[config.mk]
export PLATFORM = sky130hd
export DESIGN_NAME = sysopt_regs
export DESIGN_NICKNAME = d
export VERILOG_FILES = /design/src/rtl/sysopt_pkg.sv /design/src/rtl/opt_lock.sv /design/src/rtl/lvd_gate.sv /design/src/rtl/rst_ctrl.sv /design/src/rtl/sysopt_regs.sv
export SDC_FILE = /design/constraint.sdc
export NUM_CORES = 1
export LEC_CHECK = 0
export BUFFER_PORTS_ARGS = -buffer_cell sky130_fd_sc_hd__buf_2
export CAP_MARGIN = 20
export CORE_MARGIN = 10
export CORE_UTILIZATION = 38
export DETAILED_ROUTE_END_ITERATION = 16
export GPL_TIMING_DRIVEN = 0
export PLACE_DENSITY = 0.83
export SLEW_MARGIN = 20
export SYNTH_ARGS = -nofsm -noshare
export SYNTH_HDL_FRONTEND = slang
export SYNTH_SLANG_ARGS = --single-unit
[constraint.sdc]
create_clock -name clk -period 1.3 [get_ports clk]
set_input_delay 0.065 -clock clk [delete_from_list [all_inputs] [get_ports clk]]
set_output_delay 0.065 -clock clk [all_outputs]
set_load 0.02 [all_outputs]
[src/rtl/sysopt_pkg.sv]
package sysopt_pkg;
    localparam int DATA_W = 8;
    localparam int ADDR_W = 2;

    localparam logic [ADDR_W-1:0] A_OPT = 2'd0;
    localparam logic [ADDR_W-1:0] A_FRC = 2'd1;
    localparam logic [ADDR_W-1:0] A_STS = 2'd2;

    // bit7 watchdog on, bit6 long timeout, bit5 stop off, bit4 spare, bit1 debug pin on, bit0 spare
    localparam logic [DATA_W-1:0] OPT_RST  = 8'hD3;
    localparam logic [DATA_W-1:0] OPT_MASK = 8'hF3;

    typedef struct packed {
        logic [DATA_W-1:0] val;
        logic              lock;
    } opt_st_t;

    typedef struct packed {
        logic req;
        logic req_lvd;
        logic src_flag;
    } rst_st_t;
endpackage

[src/rtl/opt_lock.sv]
module opt_lock
    import sysopt_pkg::*;
(
    input  logic              clk,
    input  logic              por_n,
    input  logic              sync_clr,
    input  logic              wr_en,
    input  logic [DATA_W-1:0] wdata,
    output logic [DATA_W-1:0] val,
    output logic              locked
);
    opt_st_t st_d, st_q;

    always_comb begin
        st_d = st_q;
        if (sync_clr) begin
            st_d.val  = OPT_RST;
            st_d.lock = 1'b0;
        end else if (wr_en && !st_q.lock) begin
            st_d.val  = wdata & OPT_MASK;
            st_d.lock = 1'b1;
        end
    end

    always_ff @(posedge clk or negedge por_n) begin
        if (!por_n) begin
            st_q.val  <= OPT_RST;
            st_q.lock <= 1'b0;
        end else begin
            st_q <= st_d;
        end
    end

    assign val    = st_q.val;
    assign locked = st_q.lock;
endmodule

[src/rtl/lvd_gate.sv]
module lvd_gate (
    input  logic lv_below,
    input  logic lvd_en,
    input  logic lvd_rst_en,
    input  logic lvd_stop_en,
    input  logic stop_mode,
    output logic trip
);
    logic active;

    always_comb begin
        active = lvd_en && (!stop_mode || lvd_stop_en);
        trip   = active && lvd_rst_en && lv_below;
    end
endmodule

[src/rtl/rst_ctrl.sv]
module rst_ctrl
    import sysopt_pkg::*;
(
    input  logic clk,
    input  logic por_n,
    input  logic force_hit,
    input  logic lvd_trip,
    output logic req,
    output logic src_flag
);
    rst_st_t st_d, st_q;

    always_comb begin
        st_d = st_q;
        if (st_q.req) begin
            // reset is being applied this clock: record its cause, drop the pulse
            st_d.req      = 1'b0;
            st_d.req_lvd  = 1'b0;
            st_d.src_flag = st_q.req_lvd;
        end else begin
            st_d.req     = force_hit || lvd_trip;
            st_d.req_lvd = lvd_trip;
        end
    end

    always_ff @(posedge clk or negedge por_n) begin
        if (!por_n) begin
            st_q.req      <= 1'b0;
            st_q.req_lvd  <= 1'b0;
            st_q.src_flag <= 1'b1;
        end else begin
            st_q <= st_d;
        end
    end

    assign req      = st_q.req;
    assign src_flag = st_q.src_flag;
endmodule

[src/rtl/sysopt_regs.sv]
module sysopt_regs
    import sysopt_pkg::*;
(
    input  logic              clk,
    input  logic              por_n,
    input  logic              cpu_we,
    input  logic [ADDR_W-1:0] cpu_addr,
    input  logic [DATA_W-1:0] cpu_wdata,
    output logic [DATA_W-1:0] cpu_rdata,
    input  logic              dbg_we,
    input  logic [ADDR_W-1:0] dbg_addr,
    input  logic              dbg_bit,
    input  logic              lv_below,
    input  logic              lvd_en,
    input  logic              lvd_rst_en,
    input  logic              lvd_stop_en,
    input  logic              stop_mode,
    output logic [DATA_W-1:0] opt_o,
    output logic              rst_req_o
);
    logic opt_wr;
    logic opt_locked;
    logic force_hit;
    logic lvd_trip;
    logic src_flag;

    always_comb begin
        opt_wr    = cpu_we && (cpu_addr == A_OPT) && !rst_req_o;
        force_hit = dbg_we && (dbg_addr == A_FRC) && dbg_bit;
    end

    opt_lock i_opt (
        .clk      (clk),
        .por_n    (por_n),
        .sync_clr (rst_req_o),
        .wr_en    (opt_wr),
        .wdata    (cpu_wdata),
        .val      (opt_o),
        .locked   (opt_locked)
    );

    lvd_gate i_lvd (
        .lv_below    (lv_below),
        .lvd_en      (lvd_en),
        .lvd_rst_en  (lvd_rst_en),
        .lvd_stop_en (lvd_stop_en),
        .stop_mode   (stop_mode),
        .trip        (lvd_trip)
    );

    rst_ctrl i_rst (
        .clk       (clk),
        .por_n     (por_n),
        .force_hit (force_hit),
        .lvd_trip  (lvd_trip),
        .req       (rst_req_o),
        .src_flag  (src_flag)
    );

    always_comb begin
        case (cpu_addr)
            A_OPT:   cpu_rdata = opt_o;
            A_STS:   cpu_rdata = {{(DATA_W-1){1'b0}}, src_flag};
            default: cpu_rdata = '0;
        endcase
    end
endmodule

* After elaboration in Yosys (flattened, before gate mapping) *
Index checks and enable logic that the tools add are counted.

storage, ports and cells
  register bits after elaboration = 12

operators by class
  equality and inequality tests = 2
  mux-type cells = 4
  reduce and logical (&&, ||, !) cells = 15

operators with widths
  kind                                           count
  2-to-1 mux 9 bit                               2
  case mux 8 bit (2 select lines)                1
  logical AND 1 bit                              8
  logical NOT 1 bit                              3
  == test 2 x 1 -> 1 bit, second input constant  1
  == test 2 bit, second input constant           1
  logical NOT 2 bit                              1
  logical OR 1 bit                               2
  2-to-1 mux 2 bit                               1
  nonzero test 2 bit                             1

* Logic depth before layout (Yosys ltp) *
Gate-level depths: netlist of the first run.

  depth in word-level cells = 7
  gate-level depth with buffers = 3
  mapped depth without buffers = 2

* By module *
A second synthesis of the first run with hierarchy kept.

unflattened totals
  cells, all modules = 54
  area, all modules = 564.3 µm²

by module, submodules not included
  module       times used  cells an instance  area each (µm²)
  opt_lock     1           33                 347.8
  rst_ctrl     1           6                  110.1
  sysopt_regs  1           12                 88.8
  lvd_gate     1           3                  17.5

* Least setup slack after synthesis of the first run *
Ideal clock, no wire load.

  path kind = flip-flop to flip-flop
  from = register i_opt.st_q (netlist bit i_opt.locked)
  to = register i_opt.val[0] (netlist name)
  library setup time = 0.075 ns
  arrival = 1.067 ns
  data required time = 1.225 ns
  path slack = 0.158 ns
  stages on the path, launching flop included = 3
  path buffers = 0
  period minus slack after synthesis = 1.142 ns
  cell sequence = dfrtp_1 -> nor4b_4 -> mux2i_1

between the ends
  word-level cells in the longest chain between the ends = 3

ends and longest elaborated chain
  element                       RTL line        text
  start, declared               opt_lock.sv:12  opt_st_t st_d, st_q;
  start signal, assigned        opt_lock.sv:30  st_q <= st_d;
  logical NOT 1 bit             opt_lock.sv:19  end else if (wr_en && !st_q.lock) begin
  logical AND 1 bit             opt_lock.sv:19
  nonzero test 2 bit (no line)  --

No other way between the ends.
A chain may end at the register's enable or synchronous reset.

* Worst setup path in the final report of the first run *
  from = register i_opt.val[0] (netlist name)
  to = output cpu_rdata[0]

between the ends
  word-level cells in the longest chain between the ends = 1

ends and longest elaborated chain
  element                          RTL line           text
  case mux 8 bit (2 select lines)  sysopt_regs.sv:61  case (cpu_addr)
  end, declared                    sysopt_regs.sv:9   output logic [DATA_W-1:0] cpu_rdata,

No other way between the ends.

==> run_results.csv, run 1 <==
group,metric,value,unit
status,status,"completed",
sta,fin_crit,1.202,ns
sta,rsz0062_at_grt,"no",
global_routing,grt_usage,8.878,%
finish,drive_gt1_share,54.95,%
finish,num_antenna_cells,0,
global_routing,grt_pass1_vias,584,
sta,setup_viol,0,
logic_synthesis,synthTopCellsByCount,"nor2_1, mux2i_1, dfstp_2",
clocking,cts_tree,"built",
logic_synthesis,yosysTopAreaCellShare,29.58,%
clocking,root_buffer,"clkbuf_4",
worst_setup_path,cp-startpoint,"i_opt.val[0]",
global_routing,grt_use_met2,13.50,%
drt,drt_iter0_drc,4,
drt,wl_per_cell,13.92,microns
global_routing,busiest_layer,"met2",
floorplanning,die_w,57.45,microns
sta,fin_crit_sh,92.50,%
floorplanning,io_pins,39,
global_routing,use_met3,5.088,%
floorplanning,die_h,57.45,microns
sta,hold_violations,0,
worst_setup_path,worst-path-max-fanout,3,
power_and_ir_drop,power,0.9962,mW
logic_synthesis,synthCells,50,
floorplanning,coreArea,0.001318,sq mm
drt,viasPerCell,4.708,
logic_synthesis,synth_area_per_cell,10.66,sq um
sta,drv_slew,0,
clocking,cts_buffers,3,
logic_synthesis,syn_area,533.0,sq um
global_routing,grtUsageMet1,9.387,%
hold_path,hp-class,"input port to flip-flop",
worst_setup_path,rr_startpoint,"i_opt.locked",
finish,fin_util,58.97,%
worst_setup_path,endpoint_kind,"output pin",
logic_synthesis,ys_seq_elements,10,
finish,nets,114,
clocking,clockBufferDepth,2,
drt,routed_wl,1476,microns
sta,setup_slack,0.09751,ns
global_routing,overflow,0,
hold_path,worst_hold_startpoint,"cpu_wdata[4]",
worst_setup_path,critPathRequiredTime,1.24,ns
floorplanning,start_util,40.46,%
place,portBuffers,32,
floorplanning,die-area,0.003301,sq mm
worst_setup_path,crit_arrival,1.14,ns
clocking,clk_latency,0.26,ns
drt,drc,0,
sta,finClkSkew,0.005517,ns
logic_synthesis,seq_area_frac_synth,48.36,%
clocking,clock_sinks,10,
logic_synthesis,synth_area_leaders,"dfstp_2, dfrtp_1, mux2i_1, nor2_1, and2_1",
power_and_ir_drop,p_per_area,1282,mW/mm^2
power_and_ir_drop,leakage,0.4025,nW
worst_setup_path,setup.worst_path.class,"flip-flop to output pin",
place,dpl_cell_area,723.2,sq um
clocking,cts_max_level,1,
clocking,clkTransAtPathRegs,0.07,ns
global_routing,grt_pass1_wl,2359,microns
finish,areaGrowthSynthToFinish,45.77,%
power_and_ir_drop,ir_worst_vdd,0.6120,mV
place,dp_slack,0.01798,ns
sta,setup_tns,0,ns
logic_synthesis,synth_cell_types,15,
place,gp_congestion,0.6651,
drt,vias,499,
logic_synthesis,yosys.cell_count.top_type,"nor2_1",
place,dp_hpwl,1228,microns
floorplanning,rows,13,
logic_synthesis,synth-edff-count,0,
sta,max_freq,831.6,MHz
logic_synthesis,yosysTopAreaCell,"dfstp_2",
global_routing,grt_max_degree,11,
drt,antenna_left,0,
logic_synthesis,synth_ff_type,"dfstp_2",
job,drv_cap,0,
global_routing,antenna_found_initial,0,
finish,design_area,777.0,sq um
worst_setup_path,critPathLaunchType,"flip-flop",
drt,firstDrtPassIters,4,
logic_synthesis,yosysWarnings,0,
logic_synthesis,async_flop_share,100.0,%
==> metrics by stage <==
stage          instances  hold WS, ns
2_1_floorplan         53      -0.2306
3_3_place_gp         100     -0.06999
3_5_place_dp         100     -0.06937
4_1_cts              106      0.03946
5_1_grt              106      0.04040
6_report             106      0.03976
==> metal layers <==
layer | wire [microns] | share of wire [%]
met3 | 159 | 11
met1 | 624 | 42
met2 | 674 | 46
met4 | 18 | 1.2
met5 | 0 | 0
==> placed cells by master, fill, tap and decap left out <==
master          n
and2_1          5
nor4b_4         1
buf_4           5
nand2b_1        2
clkbuf_4        3
nand4b_1        2
nor2_1         13
dfstp_2         6
clkbuf_8        1
o22ai_1         1
o21ba_2         1
nor2b_1         1
mux2_2          1
dlygate4sd3_1   1
dfrtp_1         4
buf_2          32
clkbuf_1        1
mux2i_1         7
conb_1          4
==> sequential cells by signal, indices dropped and copies added (netlist names) <==
signal,count
i_opt.locked,1
i_opt.val,6
i_rst.req,1
i_rst.src_flag,1
i_rst.st_q,1
==> worst max-delay path, cell delays in order (launching register included) <==
cell and delay (ns):
dfstp_2 0.55, mux2i_1 0.07, nor2_1 0.08, buf_2 0.17
==> worst paths after layout <==
check / to / slack, ns / cells past startpoint
max: cpu_rdata[0] / 0.1 / 3
min: i_opt.val[4] / 0.04 / 3
max reg2reg: i_opt.val[0] / 0.15 / 3
min reg2reg: i_rst.src_flag / 0.48 / 1
max in group asynchronous: i_rst.src_flag / 0.85 / 2
min in group asynchronous: i_opt.locked / 0.19 / 2
==> cell type report <==
class | instances | area (sq um)
Clock buffer | 4 | 36.28
Sequential cell | 10 | 257.7
Timing Repair Buffer | 34 | 177.7
Fill cell | 122 | 540.5
Multi-Input combinational cell | 38 | 252.7
Tap cell | 15 | 18.77
Buffer | 5 | 33.78
==> cell families (layout without fill, tap and decap cells) <==
kind of cell / after synthesis / count (layout) / synth area share [%]
muxes: 8 / 8 / 15.26
other: 1 / 4 / 0.7035
AOI/OAI and AO/OA: 2 / 2 / 3.052
DFF: 10 / 10 / 48.36
buffers and inverters: 5 / 43 / 6.338
and+or+nand+nor: 24 / 24 / 26.29
==> what timing repair did <==
action / in CTS / in global routing
hold buffers: 1 / 0
setup buffers: 1 / 0
gates resized for setup: 0 / 0
hold endpoints to repair: 10 / 0
setup endpoints to repair: 2 / 0
==> where the power goes <==
| group | total [mW] | switching (mW) | internal [mW] |
|---|---|---|---|
| sequential | 0.428 | 0.0409 | 0.387 |
| combinational | 0.293 | 0.168 | 0.125 |
| clock | 0.275 | 0.105 | 0.170 |
| total | 0.996 | 0.314 | 0.682 |
(Power assumes the default switching activity.)
==> run 2: changes to the inputs <==
Settings changed: BUFFER_PORTS_ARGS -buffer_cell sky130_fd_sc_hd__buf_2 to -buffer_cell sky130_fd_sc_hd__buf_4, CORE_MARGIN 10 to default.
==> run 2 against run 1 <==
  * Wire length is 19% lower
  * Global-route usage is 9.3 points higher
  * Cell area is 9.5% higher
  * Setup slack better by 0.032 ns
  * Count of clock-buffer cells in the layout is 1 lower
  * Utilization is 6.4 points higher
  * Largest cell class is now non-clock buffers
  * Largest power group unchanged
==> run_results.csv, run 2 (synthesis gave the netlist of run 1 again) <==
group,metric,value,unit
finish,fin_util,65.38,%
worst_setup_path,critPathRequiredTime,1.49,ns
clocking,clk_latency,0.26,ns
sta,fin_crit,1.171,ns
global_routing,overflow,0,
clocking,root_buffer,"clkbuf_4",
worst_setup_path,critPathLaunchType,"flip-flop",
place,dpl_cell_area,803.3,sq um
floorplanning,die-area,0.001556,sq mm
drt,viasPerCell,4.745,
worst_setup_path,rr_startpoint,"i_opt.locked",
power_and_ir_drop,ir_worst_vdd,0.5954,mV
global_routing,grt_max_degree,11,
worst_setup_path,endpoint_kind,"flip-flop",
sta,setup_slack,0.1291,ns
clocking,cts_tree,"built",
sta,drv_slew,0,
floorplanning,io_pins,39,
clocking,ctsResizeCount,0,
sta,fin_crit_sh,90.07,%
worst_setup_path,slowest_stage,"dfrtp_1",
finish,top_register,"i_opt.val",
clocking,cts_buffers,3,
global_routing,antenna_found_initial,0,
finish,layout.cells.non_filler,106,
finish,drive_gt1_share,54.95,%
global_routing,grt_pass1_wl,1814,microns
worst_setup_path,path_cells,"nor4b_4 > buf_4 > mux2i_1",
drt,vias,503,
worst_setup_path,worst-path-max-fanout,5,
place,dp_cells,100,
worst_setup_path,critPathBufInv,1,
drt,routed_wl,1194,microns
sta,max_freq,854.0,MHz
worst_setup_path,crit_arrival,1.36,ns
finish,layout_common_cells,"buf_4, nor2_1, mux2i_1, dfstp_2, and2_1",
finish,num_antenna_cells,0,
floorplanning,start_util,40.96,%
sta,rsz0062_at_grt,"no",
finish,areaGrowthSynthToFinish,59.62,%
place,dp_slack,-0.03524,ns
power_and_ir_drop,p_per_area,1147,mW/mm^2
drt,wl_per_cell,11.26,microns
clocking,clockBufferDepth,2,
worst_setup_path,slowest_delay,0.41,ns
sta,hold_violations,0,
global_routing,grt_pass1_vias,456,
worst_setup_path,r2r_setup_slack,0.13,ns
finish,largest_reg_flops,6,
sta,setup_tns,0,ns
finish,nets,115,
clocking,clock_sinks,10,
worst_setup_path,path_delay_family,"flip-flops",
sta,finClkSkew,0.002812,ns
clocking,clkTransAtPathRegs,0.07,ns
place,gp_congestion,0.6422,
place,portBuffers,32,
status,status,"completed",
power_and_ir_drop,power,0.9759,mW
sta,fin_hold_ws,0.04405,ns
floorplanning,die_w,39.45,microns
power_and_ir_drop,leakage,0.4267,nW
clocking,cts_max_level,1,
drt,drc,0,
finish,design_area,850.8,sq um
drt,drt_iter0_drc,3,
worst_setup_path,cp-startpoint,"i_opt.locked",
floorplanning,die_h,39.45,microns
global_routing,grt_usage,18.20,%
finish,layout_commonest_cell,"buf_4",
hold_path,hp-class,"input port to flip-flop",
floorplanning,rows,13,
worst_setup_path,setup.worst_path.class,"flip-flop to flip-flop",
job,drv_cap,0,
drt,firstDrtPassIters,2,
drt,antenna_left,0,
sta,setup_viol,0,
hold_path,worst_hold_startpoint,"lvd_stop_en",
floorplanning,coreArea,0.001301,sq mm
## run 2: changes by cell type in the layout (fill, tap and decap cells not counted)
cell and change:
clkbuf_8 -1, buf_2 -32, buf_4 +33
## run 2: path summary, 6_finish.rpt
| path | end | depth (start not counted) |
|---|---|---|
| min in group asynchronous | i_opt.locked | 2 |
| setup reg to reg | i_opt.val[6] | 3 |
| max in group asynchronous | i_rst.src_flag | 2 |
| hold / removal | i_rst.st_q[1] | 3 |
| hold reg to reg | i_rst.src_flag | 1 |
| setup / recovery | i_opt.val[6] | 3 |
## run 2: layout make-up
class                      instances  area [sq um]
fill                             118         450.4
multi-input combinational         38         252.7
buffer                             5         33.78
tap                               15         18.77
timing repair buffer              35         265.3
sequential                        10         257.7
clock buffer                       3         22.52
## run 2: tightest hold or removal path, stage by stage
cell and delay [ns]:
buf_4 0.08, nor2b_1 0.04, nor2_1 0.08
## run 2: metal layers
metal  GRT usage, %  vias up  wire, microns
li1               -      243              -
met1          21.15      235            479
met2          30.74       25            625
met3          3.409        0             89
met4          10.34        0              0
met5              0        -              0
## run 2: what timing repair did
| item | in CTS | in global routing |
|---|---|---|
| hold endpoints to repair | 10 | 0 |
| setup buffers | 2 | 0 |
| hold buffers | 1 | 0 |
| endpoints found under the setup margin | 6 | 0 |
## run 2: where the power goes
group / internal [mW] / total, mW / switching (mW)
Combinational: 0.174 / 0.340 / 0.166
Sequential: 0.387 / 0.428 / 0.0415
Clock: 0.107 / 0.208 / 0.101
